**config.mk**
```make
export PLATFORM = sky130hd
export DESIGN_NAME = uart_line_status
export DESIGN_NICKNAME = d
export VERILOG_FILES = /design/src/rtl/uls_pkg.sv /design/src/rtl/uls_rx_tag_fifo.sv /design/src/rtl/uls_break_det.sv /design/src/rtl/uls_tx_status.sv /design/src/rtl/uart_line_status.sv
export SDC_FILE = /design/constraint.sdc
export NUM_CORES = 1
export LEC_CHECK = 0
export ABC_CLOCK_PERIOD_IN_PS = 3100
export CELL_PAD_IN_SITES_DETAIL_PLACEMENT = 0
export CELL_PAD_IN_SITES_GLOBAL_PLACEMENT = 1
export CORE_MARGIN = 4
export CORE_UTILIZATION = 40
export DETAILED_ROUTE_END_ITERATION = 12
export MAX_ROUTING_LAYER = met4
export PLACE_DENSITY_LB_ADDON = 0.2
export REMOVE_ABC_BUFFERS = 1
export SLEW_MARGIN = 20
export SYNTH_ARGS = -nofsm -noshare
export SYNTH_HDL_FRONTEND = slang
export SYNTH_HIERARCHICAL = 1
export SYNTH_SLANG_ARGS = --single-unit
```
**constraint.sdc**
```tcl
create_clock -name clk -period 3.1 [get_ports clk]
set_input_delay 0.465 -clock clk [delete_from_list [all_inputs] [get_ports clk]]
set_output_delay 0.465 -clock clk [all_outputs]
set_load 0.1 [all_outputs]
```
**src/rtl/uls_pkg.sv**
```systemverilog
package uls_pkg;

    typedef struct packed {
        logic brk;
        logic frm;
        logic par;
    } rx_tag_t;

    typedef struct packed {
        logic fifo_err;
        logic tx_empty;
        logic thr_empty;
        logic brk;
        logic frm;
        logic par;
        logic ovr;
        logic dready;
    } lsr_t;

    localparam int FRAME_W = 4;

    // start + data (5..8) + optional parity + stop (1 or 2)
    function automatic logic [FRAME_W-1:0] frame_bits(input logic [1:0] wl,
                                                      input logic pen,
                                                      input logic st2);
        return FRAME_W'(7) + {2'b00, wl} + {3'b000, pen} + {3'b000, st2};
    endfunction

endpackage

```
**src/rtl/uls_rx_tag_fifo.sv**
```systemverilog
module uls_rx_tag_fifo
    import uls_pkg::*;
#(
    parameter int DEPTH = 4,
    localparam int AW = $clog2(DEPTH),
    localparam int CW = $clog2(DEPTH + 1)
) (
    input  logic          clk,
    input  logic          rst,
    input  logic          push,
    input  rx_tag_t       push_tag,
    input  logic          pop,
    output rx_tag_t       head_tag,
    output logic          pop_ok,
    output logic          ovr_evt,
    output logic          not_empty,
    output logic [CW-1:0] tag_cnt_q,
    output logic [CW-1:0] tag_cnt_d
);

    rx_tag_t       mem [DEPTH];
    logic [AW-1:0] wr_ptr, rd_ptr;
    logic [CW-1:0] cnt_q, cnt_d;
    logic          full, push_ok, push_tagged, pop_tagged;

    assign full        = (cnt_q == CW'(DEPTH));
    assign not_empty   = (cnt_q != '0);
    assign pop_ok      = pop && not_empty;
    assign push_ok     = push && !full;
    assign ovr_evt     = push && full;
    assign head_tag    = mem[rd_ptr];
    assign push_tagged = push_ok && (|push_tag);
    assign pop_tagged  = pop_ok && (|head_tag);

    always_comb begin
        cnt_d = cnt_q;
        if (push_ok) cnt_d = cnt_d + CW'(1);
        if (pop_ok)  cnt_d = cnt_d - CW'(1);
        tag_cnt_d = tag_cnt_q;
        if (push_tagged) tag_cnt_d = tag_cnt_d + CW'(1);
        if (pop_tagged)  tag_cnt_d = tag_cnt_d - CW'(1);
    end

    always_ff @(posedge clk) begin
        if (rst) begin
            wr_ptr    <= '0;
            rd_ptr    <= '0;
            cnt_q     <= '0;
            tag_cnt_q <= '0;
        end else begin
            if (push_ok) wr_ptr <= (wr_ptr == AW'(DEPTH - 1)) ? '0 : wr_ptr + AW'(1);
            if (pop_ok)  rd_ptr <= (rd_ptr == AW'(DEPTH - 1)) ? '0 : rd_ptr + AW'(1);
            cnt_q     <= cnt_d;
            tag_cnt_q <= tag_cnt_d;
        end
    end

    generate
        for (genvar i = 0; i < DEPTH; i++) begin : g_slot
            always_ff @(posedge clk) begin
                if (rst)
                    mem[i] <= '0;
                else if (push_ok && wr_ptr == AW'(i))
                    mem[i] <= push_tag;
            end
        end
    endgenerate

    p_tagcnt_bound_r5: assert property (@(posedge clk) disable iff (rst)
        tag_cnt_q <= cnt_q);

    p_drop_keeps_level_r3: assert property (@(posedge clk) disable iff (rst)
        (ovr_evt && !pop) |=> cnt_q == $past(cnt_q));

endmodule

```
**src/rtl/uls_break_det.sv**
```systemverilog
module uls_break_det
    import uls_pkg::*;
(
    input  logic       clk,
    input  logic       rst,
    input  logic       rx_line,
    input  logic       baud_tick,
    input  logic [1:0] cfg_word_len,
    input  logic       cfg_par_en,
    input  logic       cfg_two_stop,
    output logic       brk_evt
);

    logic [FRAME_W-1:0] low_ticks;
    logic               fired;
    logic [FRAME_W-1:0] limit;

    assign limit   = frame_bits(cfg_word_len, cfg_par_en, cfg_two_stop);
    assign brk_evt = baud_tick && !rx_line && !fired && (low_ticks == limit);

    always_ff @(posedge clk) begin
        if (rst || rx_line) begin
            low_ticks <= '0;
            fired     <= 1'b0;
        end else if (baud_tick && !fired) begin
            if (low_ticks == limit)
                fired <= 1'b1;
            else
                low_ticks <= low_ticks + FRAME_W'(1);
        end
    end

    p_break_single_r6: assert property (@(posedge clk) disable iff (rst)
        brk_evt |=> !brk_evt);

endmodule

```
**src/rtl/uls_tx_status.sv**
```systemverilog
module uls_tx_status #(
    parameter int DEPTH = 4,
    localparam int CW = $clog2(DEPTH + 1)
) (
    input  logic clk,
    input  logic rst,
    input  logic tx_push,
    input  logic tx_pop,
    input  logic tsr_idle,
    input  logic irq_en,
    output logic thr_empty,
    output logic tx_empty,
    output logic irq
);

    logic [CW-1:0] cnt_q, cnt_d;
    logic          push_ok, pop_ok;

    assign push_ok = tx_push && (cnt_q != CW'(DEPTH));
    assign pop_ok  = tx_pop && (cnt_q != '0);

    always_comb begin
        cnt_d = cnt_q;
        if (push_ok) cnt_d = cnt_d + CW'(1);
        if (pop_ok)  cnt_d = cnt_d - CW'(1);
    end

    always_ff @(posedge clk) begin
        if (rst) begin
            cnt_q     <= '0;
            thr_empty <= 1'b1;
            tx_empty  <= 1'b1;
        end else begin
            cnt_q     <= cnt_d;
            thr_empty <= (cnt_d == '0);
            tx_empty  <= (cnt_d == '0) && tsr_idle;
        end
    end

    assign irq = thr_empty && irq_en;

    p_temt_needs_thre_r9: assert property (@(posedge clk) disable iff (rst)
        tx_empty |-> thr_empty);

    p_write_clears_thre_r8: assert property (@(posedge clk) disable iff (rst)
        (push_ok && !tx_pop) |=> !thr_empty);

    p_irq_gated_r10: assert property (@(posedge clk) disable iff (rst)
        !irq_en |-> !irq);

endmodule

```
**src/rtl/uart_line_status.sv**
```systemverilog
module uart_line_status
    import uls_pkg::*;
#(
    parameter int RX_DEPTH = 4,
    parameter int TX_DEPTH = 4
) (
    input  logic        clk,
    input  logic        rst,
    input  logic        rx_char_valid,
    input  logic        rx_tag_par,
    input  logic        rx_tag_frm,
    input  logic        rx_tag_brk,
    input  logic        rx_pop,
    input  logic        tx_push,
    input  logic        tx_pop,
    input  logic        tsr_idle,
    input  logic        rx_line,
    input  logic        baud_tick,
    input  logic [1:0]  cfg_word_len,
    input  logic        cfg_par_en,
    input  logic        cfg_two_stop,
    input  logic        thre_irq_en,
    input  logic        stat_rd,
    output logic [31:0] status,
    output logic        thre_irq
);

    localparam int RCW = $clog2(RX_DEPTH + 1);

    rx_tag_t        in_tag, head_tag;
    logic           pop_ok, ovr_evt, not_empty, brk_evt;
    logic [RCW-1:0] tag_cnt_q, tag_cnt_d;
    logic           thr_empty, tx_empty;
    logic           par_q, frm_q, brk_q, ovr_q, err_q;
    lsr_t           lsr;

    assign in_tag = '{brk: rx_tag_brk, frm: rx_tag_frm, par: rx_tag_par};

    uls_rx_tag_fifo #(.DEPTH(RX_DEPTH)) u_rxq (
        .clk       (clk),
        .rst       (rst),
        .push      (rx_char_valid),
        .push_tag  (in_tag),
        .pop       (rx_pop),
        .head_tag  (head_tag),
        .pop_ok    (pop_ok),
        .ovr_evt   (ovr_evt),
        .not_empty (not_empty),
        .tag_cnt_q (tag_cnt_q),
        .tag_cnt_d (tag_cnt_d)
    );

    uls_break_det u_brk (
        .clk          (clk),
        .rst          (rst),
        .rx_line      (rx_line),
        .baud_tick    (baud_tick),
        .cfg_word_len (cfg_word_len),
        .cfg_par_en   (cfg_par_en),
        .cfg_two_stop (cfg_two_stop),
        .brk_evt      (brk_evt)
    );

    uls_tx_status #(.DEPTH(TX_DEPTH)) u_tx (
        .clk       (clk),
        .rst       (rst),
        .tx_push   (tx_push),
        .tx_pop    (tx_pop),
        .tsr_idle  (tsr_idle),
        .irq_en    (thre_irq_en),
        .thr_empty (thr_empty),
        .tx_empty  (tx_empty),
        .irq       (thre_irq)
    );

    // sticky flags: a set event in the read cycle wins over the clear
    always_ff @(posedge clk) begin
        if (rst) begin
            par_q <= 1'b0;
            frm_q <= 1'b0;
            brk_q <= 1'b0;
            ovr_q <= 1'b0;
            err_q <= 1'b0;
        end else begin
            par_q <= (pop_ok && head_tag.par) || (par_q && !stat_rd);
            frm_q <= (pop_ok && head_tag.frm) || (frm_q && !stat_rd);
            brk_q <= (pop_ok && head_tag.brk) || brk_evt || (brk_q && !stat_rd);
            ovr_q <= ovr_evt || (ovr_q && !stat_rd);
            err_q <= (tag_cnt_d != '0) || (err_q && !stat_rd);
        end
    end

    always_comb begin
        lsr.fifo_err  = err_q;
        lsr.tx_empty  = tx_empty;
        lsr.thr_empty = thr_empty;
        lsr.brk       = brk_q;
        lsr.frm       = frm_q;
        lsr.par       = par_q;
        lsr.ovr       = ovr_q;
        lsr.dready    = not_empty;
        status        = {24'h0, lsr};
    end

    p_tag_shows_err_r5: assert property (@(posedge clk) disable iff (rst)
        (tag_cnt_q != '0) |-> status[7]);

    p_par_sticky_r7: assert property (@(posedge clk) disable iff (rst)
        (par_q && !stat_rd) |=> par_q);

    p_frm_sticky_r4: assert property (@(posedge clk) disable iff (rst)
        (frm_q && !stat_rd) |=> frm_q);

    p_irq_follows_thre_r10: assert property (@(posedge clk) disable iff (rst)
        thre_irq |-> status[5]);

endmodule

```
Word level (Yosys, flattened, before mapping) --
Memory sizes are Yosys's and may differ from the RTL's. A register that Yosys moved wholly into a read port is not among the register bits. Index checks and enable logic that the tools add are counted. Widths: inputs -> output; s select.
Word-level totals: register bits after elaboration 25, memory bits (writable) 12, bits of input ports 18, output and inout bits 33, word-level logic and storage cells 112, memories 1
Operators by class: add/sub/neg operators 12, eq/ne operators 7, multiplexer cells 28, bitwise operators 5, reduce and logical (&&, ||, !) cells 45
Memory list:
- u_rxq.mem | words 4, width 3, read ports 1, clocked after Yosys merged registers in 1, wr ports 4, line uls_rx_tag_fifo.sv:21 | rx_tag_t mem [DEPTH];
Operators by type and width (number):
- $mux 3 | 10
- $logic_and 1x1->1 | 25
- $mux 1 | 14
- $add 3x1->3 const B | 3
- $reduce_bool 3->1 | 3
- $sub 3x1->3 const B | 3
- $add 4x1->4 | 2
- $mux 2 | 4
- $logic_or 1x1->1 | 7
- $eq 2x2->1 const B | 3
- $reduce_or 3->1 | 2
- $add 2x1->2 const B | 2
- $add 3x2->4 const A | 1
- $add 4x1->4 const B | 1
- $eq 4x4->1 | 1
- $logic_not 1->1 | 4
- $or 1x1->1 | 4
- $reduce_and 2->1 | 2
- $eq 3x3->1 const B | 1
- $logic_not 3->1 | 1
- $ne 3x3->1 const B | 1
- $eq 2x1->1 const B | 1
- $logic_not 2->1 | 1
- $not 1->1 | 1

Depth between registers and ports, before layout --
word-level depth 9, depth in mapped cells 12, depth with buffers taken out 12

Hierarchy --
The synthesis kept the hierarchy.
By module, submodules not included:
- uls_rx_tag_fifo | times used 1, cells each 122, area each 1312.5 um^2
- uls_break_det | times used 1, cells each 47, area each 441.7 um^2
- uart_line_status | times used 1, cells each 53, area each 432.9 um^2
- uls_tx_status | times used 1, cells each 37, area each 352.8 um^2

Least setup slack after synthesis --
No wires, ideal clock.
path type in2reg, from input port cfg_word_len[0], to register u_brk.low_ticks[3], arrival time 2.261 ns, data required time 3.027 ns, setup slack 0.766 ns, stages 10, buffers on the path 0, cell sequence inv_1 > ha_1 > inv_1 > ha_1 > inv_1 > fa_1 > xnor2_1 > nor3_4 > mux2_2 > o211ai_2
Between the ends: word-level cells in the longest chain between the ends 6
RTL lines:
- start, declared | line uart_line_status.sv:19 | input logic [1:0] cfg_word_len,
- $add 3x2->4 | line uls_pkg.sv:26 | return FRAME_W'(7) + {2'b00, wl} + {3'b000, pen} + {3'b000, st2};
- $add 4x1->4 (2 in a row) | line uls_pkg.sv:26
- $eq 4x4->1 | line uls_break_det.sv:26 | if (low_ticks == limit)
- $not 1->1 (no source line)
- $reduce_and 2->1 (no source line)
- end signal, assigned | line uls_break_det.sv:29 | low_ticks <= low_ticks + FRAME_W'(1);
- end, declared | line uls_break_det.sv:14 | logic [FRAME_W-1:0] low_ticks;
Every way passes these cells. A chain may end at the register's enable or synchronous reset.

Final worst setup path --
from input port cfg_word_len[0], to register brk_q
Between the ends: word-level cells in the longest chain between the ends 7
RTL lines:
- $add 3x2->4 | line uls_pkg.sv:26
- $add 4x1->4 (2 in a row) | line uls_pkg.sv:26
- $eq 4x4->1 | line uls_break_det.sv:19 | assign brk_evt = baud_tick && !rx_line && !fired && (low_ticks == limit);
- $logic_and 1x1->1 | line uls_break_det.sv:19
- net brk_evt | line uart_line_status.sv:31 | logic pop_ok, ovr_evt, not_empty, brk_evt;
- $logic_or 1x1->1 (2 in a row) | line uart_line_status.sv:87 | brk_q <= (pop_ok && head_tag.brk) || brk_evt || (brk_q && !stat_rd);
- end signal, assigned | line uart_line_status.sv:87
- end, declared | line uart_line_status.sv:34 | logic par_q, frm_q, brk_q, ovr_q, err_q;
The timed path passes the listed nets, and every way through them passes these cells.

==> impl_metrics.json <==
{
  "critical_path_buf_inv_count": 4,
  "antennaDiodeCount": 0,
  "arrival_ps": 2860,
  "cellPowerDensity_nw_per_um2": 770,
  "final_nets": 319,
  "dp_hpwl_mm": 3.40,
  "cp_slowest_cell": "clkdlybuf4s50_1",
  "ctsHoldBuffers": 0,
  "cp.depth": 13,
  "via_count": 1676,
  "synth_flop_cell": "dfxtp_1",
  "synthCells": 259,
  "fin_crit_sh_pct": 85.3,
  "ys_ff_latch": 39,
  "cp_common_cell": "inv_1",
  "std_cell_rows": 28,
  "synth-edff-count": 12,
  "grt_overflow_total": 0,
  "area_growth_pct": 10.3,
  "cts_sinks": 39,
  "drt-total-wl_mm": 4.28,
  "reg2reg_slack_ps": 690,
  "crit_chain": "clkdlybuf4s50_1 > inv_1 > ha_1 > inv_1 > ha_1 > inv_1 > fa_1 > xnor2_1 > nor3_4 > nand2_1 > nor3_1 > a21oi_1 > a21oi_1",
  "slew_violations": 0,
  "start_util_pct": 42.2,
  "synthTopCellsByArea": "dfxtp_1, edfxtp_1, buf_4",
  "grt_pass1_wl_mm": 7.02,
  "antenna_found_initial": 0,
  "crit_type": "primary input to flip-flop",
  "totalNegativeSetupSlack_ps": 0,
  "ir_drop_mv": 0.574,
  "gr-usage-all-layers_pct": 12.0,
  "syn_avg_cell_area_um2": 9.81,
  "setup_viol": 0,
  "synthArstFlopShare_pct": 0,
  "yosysTopAreaCell": "dfxtp_1",
  "cts_tree": "yes",
  "yosys.area.top_type_share_pct": 21.3,
  "num-fill-cells": 588,
  "cp_max_fo": 5,
  "gp_congestion": 0.757,
  "startpoint": "cfg_word_len[0]",
  "synth_most_common_cell": "buf_4",
  "final_util_pct": 46.5,
  "fmax_mhz": 378,
  "port_buffers": 26,
  "synth_area_um2": 2540,
  "start_kind": "primary input",
  "hold_path_class": "flip-flop to flip-flop",
  "root_buffer": "clkbuf_8",
  "cts_inserted_buffers": 5,
  "yosysUniqueCellTypes": 56,
  "endpoint": "brk_q",
  "die_w_um": 87.7,
  "cts_resized": 0,
  "wl_per_cell_um": 12.0,
  "max-cap-violations": 0,
  "r2r-end": "err_q",
  "drc": 0,
  "endpoint_kind": "flip-flop",
  "floorplan.die_area_um2": 7690,
  "ys_top_cells_by_count": "buf_4, dfxtp_1, nand2_1",
  "clk_latency_ps": 290,
  "post_cts_buffers": 0,
  "drive_above_1_share_pct": 14.5,
  "ctsLongestPathBuffers": 2,
  "r2r.worst_path.cells": 10,
  "grt_pass1_vias": 1547,
  "r2r-start": "u_rxq/cnt_q[0]",
  "skew_ps": 7.71,
  "power.leakage_nw": 1.18,
  "path_delay_family": "adder cells",
  "whs_path_depth": 2,
  "core_um2": 6030,
  "final-hold-violation-count": 0,
  "drtIter0Drc": 66,
  "htreeDepth": 2,
  "io_pins": 51,
  "ys_seq_area_share_pct": 35.5,
  "drtAntennaViolNets": 0,
  "status": "complete, no violations",
  "period_needed_ps": 2640,
  "grt_start_max_net_pins": 19,
  "rsz0062_at_grt": "no",
  "max_stage_delay_ps": 450,
  "via_per_inst": 4.68,
  "die_h_um": 87.7,
  "dr.pass1.iters": 4,
  "critPathRequiredTime_ps": 3320,
  "yosys_warnings": 6,
  "path_clk_slew_ps": 70
}
-- kinds of logic (layout without fill, tap and decap cells) --
group,after synthesis,in the layout,synth area share [%]
AO/OA/AOI/OAI,37,37,11.2
XOR/XNOR,10,10,4.58
adder cells (fa/ha/maj),19,19,9.66
buffers and inverters,52,53,12.6
flip-flops,39,39,35.5
multiplexers,12,12,6.45
other,1,24,0.148
AND/OR/NAND/NOR,89,89,19.9
-- stage by stage --
step                instances  setup slack [ps]  hold WS (ps)  instance area (um2)  power [mW]
finish                    358               456           471                 2800        2.16
global route              358               223           506                 2800        2.30
CTS                       358               425           475                 2800        2.18
detailed placement        350               127           461                 2720        1.85
global placement          350               220           455                 2720        1.85
floorplan                 246               766           428                 2370        1.64
-- worst min-delay path by stage --
stage | slack [ps] | startpoint | end
after CTS | 480 | err_q | err_q
after floorplan | 430 | u_brk/fired | u_brk/fired
after detailed placement | 460 | u_brk/fired | u_brk/fired
final | 470 | err_q | err_q
after global routing | 510 | frm_q | frm_q
after global placement | 450 | u_brk/fired | u_brk/fired
-- metal layers --
layer	part of all wire, %	track usage [%]	wire length, um
met5	0	-	0
met1	44	14.2	1900
met2	50	19.9	2120
met4	1.1	3.77	46
met3	4.9	2.82	211
-- cell usage in the layout, fill, tap and decap left out, types with 3 or more instances in the layout --
cell / count
dfxtp_1: 27
nand2_1: 24
conb_1: 24
nor2_1: 20
ha_1: 18
clkdlybuf4s50_1: 17
inv_1: 16
nand2b_1: 13
a21oi_1: 13
buf_4: 12
edfxtp_1: 12
mux2i_1: 7
xnor2_1: 6
clkbuf_8: 5
a31oi_1: 5
and2_1: 4
nor3_1: 3
o211ai_1: 3
or3_2: 3
mux4_2: 3
or3_1: 3
-- worst min-delay path: cells and delay by family, from the launching register on --
kind | cells | cell delay [ps]
compound gates | 1 | 50
simple gates | 1 | 60
flops | 1 | 310
-- area by class of cell --
cell class                      instances  area (um2)  share of cell area, %
Inverter                               16        60.1                   2.14
Clock inverter                          1        5.00                  0.179
Multi-Input combinational cell        191        1410                   50.2
Sequential cell                        39         901                   32.2
Clock buffer                            7        76.3                   2.72
Timing Repair Buffer                   29         260                   9.29
Tap cell                               75        93.8                   3.35
-- state kept, by name (all words and copies together), names as in the netlist, 2 cells and up, named ones only --
register / cells
u_rxq/tag_cnt_q: 3
u_rxq/mem: 12
u_rxq/rd_ptr: 2
u_brk/low_ticks: 4
u_rxq/wr_ptr: 2
u_tx/cnt_q: 3
u_rxq/cnt_q: 3
-- where the power goes --
part	switching [mW]	leakage, nW	internal [mW]
clock	0.165	0.0422	0.158
combinational	0.755	0.792	0.368
sequential	0.0759	0.347	0.635
total	0.996	1.18	1.16
(Power assumes the default switching activity.)
